==> src/rtl/phy_irq_pkg.sv <==
// Package: register addresses, bit positions and derived masks shared by
// the interrupt aggregator modules.
package phy_irq_pkg;
    localparam int REG_W  = 16;
    localparam int ADDR_W = 5;

    localparam logic [ADDR_W-1:0] ADDR_ENABLE = 5'd25;
    localparam logic [ADDR_W-1:0] ADDR_STATUS = 5'd26;

    // Event bit positions that the cause decode depends on
    localparam int BIT_RX_FIFO  = 5;
    localparam int BIT_TX_FIFO  = 6;
    localparam int BIT_AN_DONE  = 10;
    localparam int BIT_AN_FAIL  = 11;
    localparam int BIT_LINK     = 13;
    localparam int BIT_GLOBAL   = 15;
    localparam int IRQ_SRC_BITS = 14;

    localparam logic [REG_W-1:0] LINK_GRP_MASK =
        (16'd1 << BIT_LINK) | (16'd1 << BIT_AN_FAIL) | (16'd1 << BIT_AN_DONE);
    localparam logic [REG_W-1:0] FIFO_GRP_MASK =
        (16'd1 << BIT_RX_FIFO) | (16'd1 << BIT_TX_FIFO);
    // Bits 0..8 are plain events; 9, 12, 14 are reserved
    localparam logic [REG_W-1:0] LOW_EVT_MASK  = 16'h01FF;
    localparam logic [REG_W-1:0] STATUS_MASK   =
        LOW_EVT_MASK | LINK_GRP_MASK | FIFO_GRP_MASK;
    localparam logic [REG_W-1:0] ENABLE_MASK   =
        STATUS_MASK | (16'd1 << BIT_GLOBAL);
    localparam logic [REG_W-1:0] IRQ_SRC_MASK  = (16'd1 << IRQ_SRC_BITS) - 16'd1;

    typedef struct packed {
        logic fifo;
        logic link;
    } cause_t;
endpackage

==> src/rtl/phy_irq_enable.sv <==
// Enable register. Holds the per-event enables and the global enable bit.
// Assumes writes are single-cycle strobes; unimplemented bits stay 0.
module phy_irq_enable
    import phy_irq_pkg::*;
#(
    parameter int W = REG_W,
    parameter int A = ADDR_W
) (
    input  logic         clk,
    input  logic         rst_n,
    input  logic         wr_i,
    input  logic [A-1:0] addr_i,
    input  logic [W-1:0] wdata_i,
    output logic [W-1:0] en_q
);
    logic hit_w;
    assign hit_w = wr_i && (addr_i == ADDR_ENABLE);

    // Load masked write data on an addressed write
    always_ff @(posedge clk) begin
        if (!rst_n)     en_q <= '0;
        else if (hit_w) en_q <= wdata_i & ENABLE_MASK;
    end

    AST_ZERO_WRITE_CLEARS: assert property (@(posedge clk) disable iff (!rst_n)
        (hit_w && wdata_i == '0) |=> (en_q == '0));
endmodule

==> src/rtl/phy_irq_status.sv <==
// Status register. Latches event strobes and clears on a status read.
// Assumes strobes last one cycle; a strobe coinciding with the clear wins.
module phy_irq_status
    import phy_irq_pkg::*;
#(
    parameter int W = REG_W
) (
    input  logic         clk,
    input  logic         rst_n,
    input  logic         clr_i,
    input  logic [W-1:0] evt_i,
    output logic [W-1:0] st_q
);
    logic [W-1:0] evt_m;
    logic [W-1:0] keep_w;
    assign evt_m  = evt_i & STATUS_MASK;
    assign keep_w = clr_i ? '0 : st_q;

    // Clear on read, then OR in new events so none is lost
    always_ff @(posedge clk) begin
        if (!rst_n) st_q <= '0;
        else        st_q <= keep_w | evt_m;
    end

    AST_EVENT_LATCHED: assert property (@(posedge clk) disable iff (!rst_n)
        (evt_m != '0) |=> ((st_q & $past(evt_m)) == $past(evt_m)));
    AST_READ_CLEARS: assert property (@(posedge clk) disable iff (!rst_n)
        (clr_i && evt_m == '0) |=> (st_q == '0));
    AST_RESERVED_ZERO: assert property (@(posedge clk) disable iff (!rst_n)
        1'b1 |=> ((st_q & ~STATUS_MASK) == '0));
endmodule

==> src/rtl/phy_irq_cause.sv <==
// Interrupt and cause decode. Registers the gated interrupt and the two
// cause classes from the current status and enable registers.
module phy_irq_cause
    import phy_irq_pkg::*;
#(
    parameter int W = REG_W
) (
    input  logic         clk,
    input  logic         rst_n,
    input  logic [W-1:0] st_i,
    input  logic [W-1:0] en_i,
    output logic         irq_q,
    output cause_t       cause_q
);
    logic [W-1:0] act_w;
    cause_t       cause_d;
    assign act_w        = st_i & en_i;
    assign cause_d.link = |(act_w & LINK_GRP_MASK);
    assign cause_d.fifo = |(act_w & FIFO_GRP_MASK);

    // Register interrupt (globally gated) and the ungated cause classes
    always_ff @(posedge clk) begin
        if (!rst_n) begin
            irq_q   <= 1'b0;
            cause_q <= '0;
        end else begin
            irq_q   <= en_i[BIT_GLOBAL] && |(act_w & IRQ_SRC_MASK);
            cause_q <= cause_d;
        end
    end

    AST_GLOBAL_GATE: assert property (@(posedge clk) disable iff (!rst_n)
        !en_i[BIT_GLOBAL] |=> !irq_q);
    AST_LINK_NEEDS_EN: assert property (@(posedge clk) disable iff (!rst_n)
        ((en_i & LINK_GRP_MASK) == '0) |=> !cause_q.link);
    AST_FIFO_NEEDS_EN: assert property (@(posedge clk) disable iff (!rst_n)
        ((en_i & FIFO_GRP_MASK) == '0) |=> !cause_q.fifo);
endmodule

==> src/rtl/phy_irq_readport.sv <==
// Read port. Captures the addressed register on a read strobe and holds it.
// Unmapped addresses return 0.
module phy_irq_readport
    import phy_irq_pkg::*;
#(
    parameter int W = REG_W,
    parameter int A = ADDR_W
) (
    input  logic         clk,
    input  logic         rst_n,
    input  logic         rd_i,
    input  logic [A-1:0] addr_i,
    input  logic [W-1:0] en_i,
    input  logic [W-1:0] st_i,
    output logic [W-1:0] rdata_q
);
    logic [W-1:0] mux_w;

    // Select register contents by address
    always_comb begin
        case (addr_i)
            ADDR_ENABLE: mux_w = en_i;
            ADDR_STATUS: mux_w = st_i;
            default:     mux_w = '0;
        endcase
    end

    // Capture selected value on a read, hold otherwise
    always_ff @(posedge clk) begin
        if (!rst_n)    rdata_q <= '0;
        else if (rd_i) rdata_q <= mux_w;
    end

    AST_RDATA_HOLDS: assert property (@(posedge clk) disable iff (!rst_n)
        !rd_i |=> $stable(rdata_q));
endmodule

==> src/rtl/phy_irq_agg.sv <==
// Top: PHY interrupt status aggregator. Ties the enable register, status
// register, interrupt/cause decode and read port together.
module phy_irq_agg
    import phy_irq_pkg::*;
(
    input  logic              clk,
    input  logic              rst_n,
    input  logic [ADDR_W-1:0] reg_addr,
    input  logic              reg_wr,
    input  logic [REG_W-1:0]  reg_wdata,
    input  logic              reg_rd,
    output logic [REG_W-1:0]  reg_rdata,
    input  logic [REG_W-1:0]  evt_strobe,
    output logic              irq,
    output logic [1:0]        cause_out
);
    logic [REG_W-1:0] en_w;
    logic [REG_W-1:0] st_w;
    logic             clr_w;
    cause_t           cause_w;

    assign clr_w     = reg_rd && (reg_addr == ADDR_STATUS);
    assign cause_out = cause_w;

    phy_irq_enable #(.W(REG_W), .A(ADDR_W)) u_enable (
        .clk(clk), .rst_n(rst_n), .wr_i(reg_wr), .addr_i(reg_addr),
        .wdata_i(reg_wdata), .en_q(en_w));

    phy_irq_status #(.W(REG_W)) u_status (
        .clk(clk), .rst_n(rst_n), .clr_i(clr_w), .evt_i(evt_strobe),
        .st_q(st_w));

    phy_irq_cause #(.W(REG_W)) u_cause (
        .clk(clk), .rst_n(rst_n), .st_i(st_w), .en_i(en_w),
        .irq_q(irq), .cause_q(cause_w));

    phy_irq_readport #(.W(REG_W), .A(ADDR_W)) u_read (
        .clk(clk), .rst_n(rst_n), .rd_i(reg_rd), .addr_i(reg_addr),
        .en_i(en_w), .st_i(st_w), .rdata_q(reg_rdata));
endmodule

==> config.mk <==
export PLATFORM = sky130hd
export DESIGN_NAME = phy_irq_agg
export DESIGN_NICKNAME = d
export VERILOG_FILES = /design/src/rtl/phy_irq_pkg.sv /design/src/rtl/phy_irq_enable.sv /design/src/rtl/phy_irq_status.sv /design/src/rtl/phy_irq_cause.sv /design/src/rtl/phy_irq_readport.sv /design/src/rtl/phy_irq_agg.sv
export SDC_FILE = /design/constraint.sdc
export NUM_CORES = 1
export LEC_CHECK = 0
export ABC_AREA = 1
export BUFFER_PORTS_ARGS = -buffer_cell sky130_fd_sc_hd__clkbuf_2
export CORE_MARGIN = 1.5
export CORE_UTILIZATION = 44
export DETAILED_ROUTE_END_ITERATION = 8
export PLACE_DENSITY = 0.71
export RECOVER_POWER = 50
export SYNTH_ARGS = -nofsm -noshare
export SYNTH_HDL_FRONTEND = slang
export SYNTH_SLANG_ARGS = --single-unit
==> constraint.sdc <==
create_clock -name clk -period 0.9 [get_ports clk]
set_input_delay 0.135 -clock clk [delete_from_list [all_inputs] [get_ports clk]]
set_output_delay 0.135 -clock clk [all_outputs]
set_load 0.01 [all_outputs]
# Word-level counts from Yosys, hierarchy flattened
# Index checks and enable logic that the tools add are counted.
[op_classes] n_mux=2 n_bitwise=2 reduce_logical=6 n_eq_ne=2
[op_table] operator="16-bit one-hot mux with 2 select lines" count=1
[op_table] operator="16-bit two-way mux" count=1
[op_table] operator="16-bit by 14-bit bitwise OR with 16-bit output" count=1
[op_table] operator="14-bit bitwise AND" count=1
[op_table] operator="14-bit OR reduction" count=1
[op_table] operator="5-bit equality test (second input constant)" count=2
[op_table] operator="1-bit logical AND" count=3
[op_table] operator="3-bit OR reduction" count=1
[op_table] operator="2-bit OR reduction" count=1
[totals] wordCells=18 regBits=48 out_inout_bits=19

# Logic depth before layout (Yosys ltp)
# Gate-level depths: netlist (run 1).
[depth] depth_word=4 depth_mapped=8

# Cells and area by module
# A second synthesis (run 1) with hierarchy kept.
[hier_totals] cells_unflattened=338 hier_area_um2=2342.2
[modules_own_cells] mod="phy_irq_readport" instances=1 area_each_um2=975.9 cells_per_inst=143 seq_area_each_um2=320.3
[modules_own_cells] mod="phy_irq_enable" instances=1 area_each_um2=681.9 cells_per_inst=93 seq_area_each_um2=260.2
[modules_own_cells] mod="phy_irq_status" instances=1 area_each_um2=454.2 cells_per_inst=57 seq_area_each_um2=240.2
[modules_own_cells] mod="phy_irq_cause" instances=1 area_each_um2=195.2 cells_per_inst=37 seq_area_each_um2=60.1
[modules_own_cells] mod="phy_irq_agg" instances=1 area_each_um2=35.0 cells_per_inst=8 seq_area_each_um2=0.0

# Worst setup path before layout (run 1)
# Ideal clock, no wire load.
[synth_path] path_type="input port to flip-flop" from="in reg_addr[2]" to="reg u_status.st_q[10]" t_arrival_ns=0.816 slack_ns=-0.043 t_required_ns=0.772 cell_stages=7 path_buffers=1 cell_sequence="inv_1 > nand3_2 > nor2_2 > inv_2 > buf_6 > a21oi_1 > nor2_1"
[synth_between] elab_chain_len=4
[synth_rtl] element="start, declared" line_no="phy_irq_agg.sv:8" source="input logic [ADDR_W-1:0] reg_addr,"
[synth_rtl] element="5-bit equality test" line_no="phy_irq_agg.sv:22" source="assign clr_w = reg_rd && (reg_addr == ADDR_STATUS);"
[synth_rtl] element="1-bit logical AND" line_no="phy_irq_agg.sv:22"
[synth_rtl] element="16-bit two-way mux" line_no="phy_irq_status.sv:17" source="assign keep_w = clr_i ? '0 : st_q;"
[synth_rtl] element="16-bit by 14-bit bitwise OR with 16-bit output" line_no="phy_irq_status.sv:22" source="else st_q <= keep_w | evt_m;"
[synth_rtl] element="end signal, assigned" line_no="phy_irq_status.sv:22"
[synth_rtl] element="end, declared" line_no="phy_irq_status.sv:12" source="output logic [W-1:0] st_q"
# Every way passes these cells.
# A chain may end at the register's enable or synchronous reset.

# Worst setup path in the final report (run 1)
[layout_path] from="reg u_read.rdata_q[5]" to="out reg_rdata[5]"
[layout_rtl] element="start, declared" line_no="phy_irq_readport.sv:15" source="output logic [W-1:0] rdata_q"
[layout_rtl] element="start signal, assigned" line_no="phy_irq_readport.sv:31" source="else if (rd_i) rdata_q <= mux_w;"
[layout_rtl] element="end, declared" line_no="phy_irq_agg.sv:12" source="output logic [REG_W-1:0] reg_rdata,"
# No word-level cell between the ends.

==> impl_metrics.py, run 1 <==
metrics = {
    "run_status": {
        "status": "complete, no violations",
    },
    "placed_design": {
        "place_congestion": 0.7914,
        "hpwl_um": 2847,
        "pre_cts_ws_ns": -0.1487,
        "placed_cells": 333,
        "post_dp_cell_area_um2": 2024,
        "portBuffers": 49,
    },
    "min_path": {
        "hp-class": "in2reg",
        "holdPathStages": 3,
        "min_from": "evt_strobe[5]",
        "whs_endpoint": "u_status.st_q[5]",
    },
    "critical_path": {
        "cp_data_required_time_ns": 0.76,
        "end_kind": "output port",
        "r2r_start": "u_status.st_q[10]",
        "crit_path_max_incr_delay_ns": 0.33,
        "cp-start-kind": "register",
        "crit_fanout": 2,
        "crit_chain": "buf_6",
        "arrival_ns": 0.74,
        "cp_num_cells": 1,
        "critPathBufInv": 1,
        "r2r_cells": 4,
        "worst_r2r_endpoint": "u_cause.irq_q",
        "crit_type": "reg2out",
        "setup.worst_path.start": "u_read.rdata_q[5]",
        "r2r_setup_slack_ns": 0.09,
        "cp_top_family": "flip-flops",
        "cp_slowest_cell": "dfxtp_2",
    },
    "finish": {
        "fin_nets": 336,
        "n_antenna_cell": 0,
        "fin_cells": 344,
        "area_delta_synth_final_pct": 29.18,
        "fin_area_um2": 2166,
        "drive_above_1_share_pct": 30.74,
    },
    "global_routing": {
        "globalRouteTotalUtil_pct": 19.97,
        "grt_use_met1_pct": 22.74,
        "busiest_layer": "met2",
        "grt_start_max_net_pins": 15,
        "grt_pass1_wl_um": 6320,
        "antenna_found_initial": 0,
        "use_met3_pct": 7.118,
        "gr-usage-met2_pct": 34.41,
        "grt-ovfl-total": 0,
        "grt_pass1_vias": 1428,
    },
    "synth": {
        "ys_types": 18,
        "synthesis.area_um2": 1677,
        "seq_area_frac_synth_pct": 48.96,
        "yosys_warnings": 0,
        "yosys-top-cells-area": "dfxtp_1 (49%), nand2_1 (14%), nand3_1 (5.7%), nor2_1 (5.6%), inv_1 (4.5%)",
        "yosysTopAreaCell": "dfxtp_1",
        "synth_edf_count": 0,
        "synth-seq-cells": 41,
        "yosysMostFrequentCell": "nand2_1",
        "synth_top_cells_by_count": "nand2_1 (64), dfxtp_1 (41), nor2_1 (25)",
        "syn_avg_cell_area_um2": 7.258,
        "synth_top_cell_area_share_pct": 48.96,
        "syn_inst": 231,
        "synth-main-ff-cell": "dfxtp_1",
        "synthArstFlopShare_pct": 0,
    },
    "clocking": {
        "hold_buffers": 0,
        "cts_buffer_depth": 2,
        "clockRootBuffer": "clkbuf_8",
        "cts-htree-levels": 2,
        "clk_pin_slew_ns": 0.08,
        "cts_tree": "done",
        "numCtsBuffers": 5,
        "clock-sinks": 41,
        "worstSkewPairLatency_ns": 0.29,
    },
    "timing": {
        "holdWs_ns": 0.04650,
        "skew_ns": 0.006837,
        "finalMaxSlewViolations": 0,
        "post-route-period-util_pct": 96.94,
        "max_freq_mhz": 1146,
        "fin_ws_ns": 0.02752,
        "period_needed_ns": 0.8725,
        "setup_viol": 0,
        "finalHoldViolations": 0,
    },
    "drt": {
        "routed_wl_um": 3893,
        "vias_per_cell": 4.785,
        "drt-pass1-iter-count": 4,
        "drc_errors": 0,
        "ant_nets": 0,
        "drtIter0Drc": 96,
        "vias": 1646,
        "detail_route.wl_per_cell_um": 11.32,
    },
    "power_and_ir_drop": {
        "p_leak_nw": 1.127,
        "pwr_density_cell_nw_per_um2": 1518,
        "max-vdd-ir-drop_mv": 1.165,
    },
    "floorplan": {
        "die_w_um": 64.73,
        "initial_core_util_pct": 45.80,
        "die_area_um2": 4190,
        "ios": 60,
        "core_area_um2": 3661,
        "core.rowCount": 22,
        "die_y_um": 64.73,
    },
    "flow_run": {
        "maxCapViolations": 0,
    },
}
[final cells by class]
class                           instances  area [um2]
Clock buffer                            8       80.08
Multi-Input combinational cell        157       686.9
Sequential cell                        41       838.3
Fill cell                             370        1495
Tap cell                               48       60.06
Timing Repair Buffer                   69       421.7
Inverter                               21       78.83
[report_power, final]
group          leakage [nW]  switching (mW)  internal (mW)
sequential            0.342          0.0345           1.86
combinational         0.746           0.134          0.116
clock                0.0395           0.590          0.551
total                  1.13           0.759           2.53
[worst max path at each step]
stage	end	slack, ns
after global routing	reg_rdata[13]	-0.003
after global placement	u_status.st_q[7]	-0.1
after floorplan	u_status.st_q[10]	0.01
after CTS	reg_rdata[5]	0.001
final	reg_rdata[5]	0.03
after detailed placement	u_status.st_q[8]	-0.15
[placed cells by master, fill, tap and decap left out, drive strengths merged]
cell type,netlist,layout
conb,1,3
o31ai,1,1
buf,11,27
o21ai,13,13
nand3,21,21
nand2,64,64
dfxtp,41,41
nor2,28,28
nor3,13,13
inv,21,21
a21oi,14,14
clkbuf,3,50
[metrics by stage]
| step | power, mW | setup TNS (ns) | util, % |
|---|---|---|---|
| 2_1_floorplan | 2.063 | 0 | - |
| 3_3_place_gp | 2.186 | -2.437 | 55.30 |
| 3_5_place_dp | 2.193 | -3.396 | 55.30 |
| 4_1_cts | 3.332 | 0 | 57.76 |
| 5_1_grt | 3.449 | -0.002535 | 59.16 |
| 6_report | 3.288 | 0 | 59.16 |
[repair_timing]
action                     CTS  global route
setup endpoints to repair    8            14
setup buffers                0             3
hold endpoints to repair     0             0
resized for setup            8            23
pin swaps                    0             0
[state kept, by name, summed over array words and instances, names as in the netlist]
signal           flops
u_read.rdata_q      13
u_enable.en_q       13
u_status.st_q       12
u_cause.irq_q        1
u_cause.cause_q      2
[metal layers]
metal  share of wire, %  up-vias
met5                  0        -
met3                6.9        9
met1                 42      728
met2                 49       59
li1                   -      850
met4                1.8        0
[logic make-up (layout without fill, tap and decap cells)]
group | after synthesis | in the layout | share of synthesized area (%)
other | 1 | 3 | 0.2237
AOI/OAI and AO/OA | 28 | 28 | 8.508
buffers and inverters | 35 | 98 | 10.52
DFF | 41 | 41 | 48.96
and+or+nand+nor | 126 | 126 | 31.79
Note: power is estimated with default switching activity, not from simulation.
==> run 2: changes to the inputs <==
Settings changed: CORE_MARGIN 1.5 to 2, SLEW_MARGIN set to 10.
==> impl_metrics.py, run 2 (synthesis results as in run 1) <==
metrics = {
    "global_routing": {
        "grt_pass1_wl_um": 6251,
        "grt_start_max_net_pins": 15,
        "globalRouteTotalUtil_pct": 19.90,
        "antenna_found_initial": 0,
        "grt-ovfl-total": 0,
        "grt_pass1_vias": 1437,
    },
    "power_and_ir_drop": {
        "clockPowerShare_pct": 36.2,
        "p_sw_uw": 777.7,
        "switching_share_pct": 23.15,
        "p_int_mw": 2.582,
        "share_comb_of_total_power_pct": 7.3,
        "pwr_density_cell_nw_per_um2": 1546,
        "max-vdd-ir-drop_mv": 1.104,
        "power_frac_seq_pct": 56.5,
        "p_leak_nw": 1.103,
    },
    "finish": {
        "fin_area_um2": 2173,
        "nFillCells": 381,
        "seq_area_um2": 837.1,
        "multiInputGateArea_um2": 686.9,
        "area_delta_synth_final_pct": 29.63,
        "top_regs": "u_enable.en_q (13), u_read.rdata_q (13), u_status.st_q (12)",
        "fin_nets": 329,
        "mostFrequentLayoutCell": "nand2_1",
        "mostFrequentLayoutCells": "nand2_1 (64), clkbuf_2 (38), dfxtp_1 (28), nor2_1 (25)",
        "drive_above_1_share_pct": 29.51,
        "n_antenna_cell": 0,
    },
    "critical_path": {
        "cp_top_family": "flip-flops",
        "crit_type": "reg2out",
        "crit_path_max_incr_delay_ns": 0.34,
        "r2r_start": "u_enable.en_q[8]",
        "cp_slowest_cell": "dfxtp_2",
        "setup.worst_path.start": "u_read.rdata_q[15]",
        "crit_chain": "buf_6",
        "critPathBufInv": 1,
        "crit_fanout": 2,
        "cp-start-kind": "register",
        "end_kind": "output port",
        "arrival_ns": 0.75,
        "cp_data_required_time_ns": 0.76,
    },
    "clocking": {
        "post_cts_buffers": 0,
        "cts_tree": "done",
        "clk_pin_slew_ns": 0.07,
        "worstSkewPairLatency_ns": 0.30,
        "cts_buffer_depth": 2,
        "numCtsBuffers": 5,
        "clockRootBuffer": "clkbuf_8",
        "cts-htree-levels": 2,
        "clock-sinks": 41,
    },
    "drt": {
        "drtIter0Drc": 78,
        "drt-pass1-iter-count": 4,
        "ant_nets": 0,
        "vias_per_cell": 4.679,
        "routed_wl_um": 3937,
        "vias": 1572,
        "detail_route.wl_per_cell_um": 11.72,
        "drc_errors": 0,
    },
    "timing": {
        "rsz0062_at_grt": "yes",
        "period_needed_ns": 0.8860,
        "finalMaxSlewViolations": 0,
        "post-route-period-util_pct": 98.44,
        "finalHoldViolations": 0,
        "setup_viol": 0,
        "holdWs_ns": 0.03862,
        "fin_ws_ns": 0.01404,
        "max_freq_mhz": 1129,
        "skew_ns": 0.004793,
    },
    "floorplan": {
        "die_w_um": 65.73,
        "die_y_um": 65.73,
        "core.rowCount": 22,
        "core_area_um2": 3661,
        "initial_core_util_pct": 45.80,
        "ios": 60,
        "die_area_um2": 4320,
    },
    "flow_run": {
        "maxCapViolations": 0,
    },
    "min_path": {
        "hp-class": "in2reg",
        "min_from": "evt_strobe[3]",
    },
    "placed_design": {
        "pre_cts_ws_ns": -0.1242,
        "portBuffers": 49,
        "post_dp_cell_area_um2": 2007,
        "place_congestion": 0.8066,
        "hpwl_um": 2851,
    },
    "run_status": {
        "status": "complete, no violations",
    },
}
## run 2: final timing paths
check	to	slack, ns	cells after the start
hold / removal	u_status.st_q[3]	0.04	3
setup reg to reg	u_cause.irq_q	0.09	4
hold reg to reg	u_cause.irq_q	0.49	2
setup / recovery	reg_rdata[15]	0.01	1
## run 2: timing repair
item | in CTS | in global routing
endpoints found under the hold margin | 0 | 0
cloned | 0 | 0
hold buffers | 0 | 0
gates resized for setup | 12 | 26
setup endpoints to repair | 12 | 14
## run 2: final cells by class
type | count | share of cell area, %
Sequential cell | 41 | 38.51
Multi-Input combinational cell | 157 | 31.61
Inverter | 21 | 3.627
Clock buffer | 7 | 3.972
Tap cell | 48 | 2.763
Timing Repair Buffer | 62 | 19.52
## run 2: worst reg2reg max path, delay by kind of cell, from the launching register on
kind	cells	cell delay [ns]
AOI/OAI and AO/OA	1	0.08
DFF	1	0.33
and+or+nand+nor	3	0.30
## run 2: power by group through the flow
stage          sequential, mW  clock (mW)  combinational, mW
3_5_place_dp             1.94           0              0.248
2_1_floorplan            1.93           0              0.131
4_1_cts                  1.90        1.25              0.249
3_3_place_gp             1.94           0              0.243
6_report                 1.90        1.22              0.245
5_1_grt                  1.90        1.33              0.275
## run 2: metal layers
metal | wire length [um] | vias up | GRT usage (%)
li1 | - | 833 | -
met1 | 1790 | 698 | 22.32
met2 | 1904 | 34 | 34.47
met3 | 150 | 7 | 4.623
met4 | 92 | 0 | 10.94
met5 | 0 | - | 0
## run 2: metrics by stage
step | setup TNS (ns) | total power, mW | util (%) | std cells
after CTS | -0.01276 | 3.393 | 57.59 | 336
after detailed placement | -2.840 | 2.188 | 54.82 | 329
after global routing | -0.01858 | 3.506 | 59.36 | 336
after floorplan | 0 | 2.063 | - | 233
after global placement | -2.336 | 2.180 | 54.82 | 329
final | 0 | 3.359 | 59.36 | 336
==> run 3: changes to the inputs <==
--- a/constraint.sdc
+++ b/constraint.sdc
@@ -3,2 +3,2 @@
 set_output_delay 0.135 -clock clk [all_outputs]
-set_load 0.01 [all_outputs]
+set_load 0.1 [all_outputs]
==> impl_metrics.py, run 3 (synthesis results as in run 1) <==
metrics = {
    "global_routing": {
        "grt_pass1_wl_um": 6996,
        "antenna_found_initial": 0,
        "grt_pass1_vias": 1616,
        "globalRouteTotalUtil_pct": 21.60,
        "grt-ovfl-total": 0,
        "grt_start_max_net_pins": 13,
    },
    "run_status": {
        "status": "complete, but fails checks",
        "violations": "negative setup slack",
    },
    "timing": {
        "finalHoldViolations": 0,
        "post-route-period-util_pct": 107.4,
        "period_needed_ns": 0.9667,
        "fin_ws_ns": -0.06672,
        "setup_viol": 16,
        "skew_ns": 0.005547,
        "finalMaxSlewViolations": 0,
        "rsz0062_at_grt": "yes",
        "max_freq_mhz": 1034,
    },
    "clocking": {
        "cts_tree": "done",
        "clock-sinks": 41,
        "numCtsBuffers": 5,
        "cts-htree-levels": 2,
        "clockRootBuffer": "clkbuf_8",
        "cts-resized-gates": 0,
        "hold_buffers": 0,
        "cts_buffer_depth": 2,
        "clk_pin_slew_ns": 0.08,
        "worstSkewPairLatency_ns": 0.29,
    },
    "power_and_ir_drop": {
        "p_leak_nw": 1.181,
        "max-vdd-ir-drop_mv": 1.083,
        "pwr_density_cell_nw_per_um2": 1415,
    },
    "finish": {
        "top_regs": "u_enable.en_q (13), u_read.rdata_q (13), u_status.st_q (12)",
        "mostFrequentLayoutCells": "nand2_1 (64), clkbuf_2 (34), nor2_1 (27), dfxtp_1 (25), inv_1 (21)",
        "mostFrequentLayoutCell": "nand2_1",
        "drive_above_1_share_pct": 31.42,
        "final_util_pct": 65.76,
        "area_delta_synth_final_pct": 43.58,
        "fin_nets": 336,
        "n_antenna_cell": 0,
    },
    "critical_path": {
        "crit_chain": "buf_12",
        "cp_num_cells": 1,
        "cp_slowest_cell": "dfxtp_4",
        "arrival_ns": 0.83,
        "r2r_cells": 4,
        "cp_data_required_time_ns": 0.76,
        "end_kind": "output port",
        "crit_fanout": 2,
        "cp_top_family": "flip-flops",
        "critPathBufInv": 1,
        "cp-start-kind": "register",
        "crit_type": "reg2out",
        "crit_path_max_incr_delay_ns": 0.37,
    },
    "placed_design": {
        "hpwl_um": 3019,
        "place_congestion": 0.8093,
        "pre_cts_ws_ns": -0.09097,
        "portBuffers": 49,
    },
    "drt": {
        "drtIter0Drc": 107,
        "drt-pass1-iter-count": 6,
        "vias_per_cell": 4.730,
        "detail_route.wl_per_cell_um": 11.74,
        "drc_errors": 0,
        "ant_nets": 0,
        "vias": 1627,
        "routed_wl_um": 4037,
    },
    "floorplan": {
        "die_y_um": 65.73,
        "core.rowCount": 22,
        "ios": 60,
        "die_area_um2": 4320,
        "initial_core_util_pct": 45.80,
        "die_w_um": 65.73,
        "core_area_um2": 3661,
    },
    "min_path": {
        "holdPathStages": 3,
        "hp-class": "in2reg",
    },
    "flow_run": {
        "maxCapViolations": 0,
    },
}
-- run 3: through the flow --
stage	instances	hold WS (ns)	TNS, ns	power, mW	cell area (um2)
floorplan	233	0.2524	-0.06343	2.096	1739
global placement	335	0.3387	-1.736	2.237	2330
detailed placement	335	0.3473	-2.464	2.244	2330
CTS	344	0.03684	-1.056	3.450	2429
global route	344	0.04090	-1.394	3.587	2407
finish	344	0.04509	-0.8712	3.405	2407
-- run 3: path summary, 6_finish.rpt --
kind	from	to	slack, ns
setup / recovery	u_read.rdata_q[15]	reg_rdata[15]	-0.07
hold / removal	evt_strobe[4]	u_status.st_q[4]	0.05
setup reg to reg	u_status.st_q[3]	u_cause.irq_q	0.09
hold reg to reg	u_enable.en_q[15]	u_cause.irq_q	0.46
-- run 3: per-layer routing --
layer	track usage, %	routed length, um	part of all wire, %
met3	5.137	207	5.1
met4	7.813	60	1.5
met2	39.52	2063	51
met1	24.01	1705	42
met5	0	0	0
-- run 3: cell type report --
type | instances | area (um2)
inverters | 21 | 78.83
fillers | 324 | 1254
repair buffers | 69 | 629.4
well taps | 48 | 60.06
flip-flops and latches | 41 | 870.8
multi-input cells | 157 | 676.9
clock buffers | 6 | 82.58
clock inverters | 2 | 8.758
-- run 3: repair_timing --
| item | in CTS | in global routing |
|---|---|---|
| setup buffers | 1 | 0 |
| endpoints found under the setup margin | 16 | 16 |
| cloned | 0 | 0 |
-- run 3: report_power, final --
group	internal [mW]	switching, mW
logic	0.130	0.200
clock network	0.607	0.602
registers	1.83	0.0380
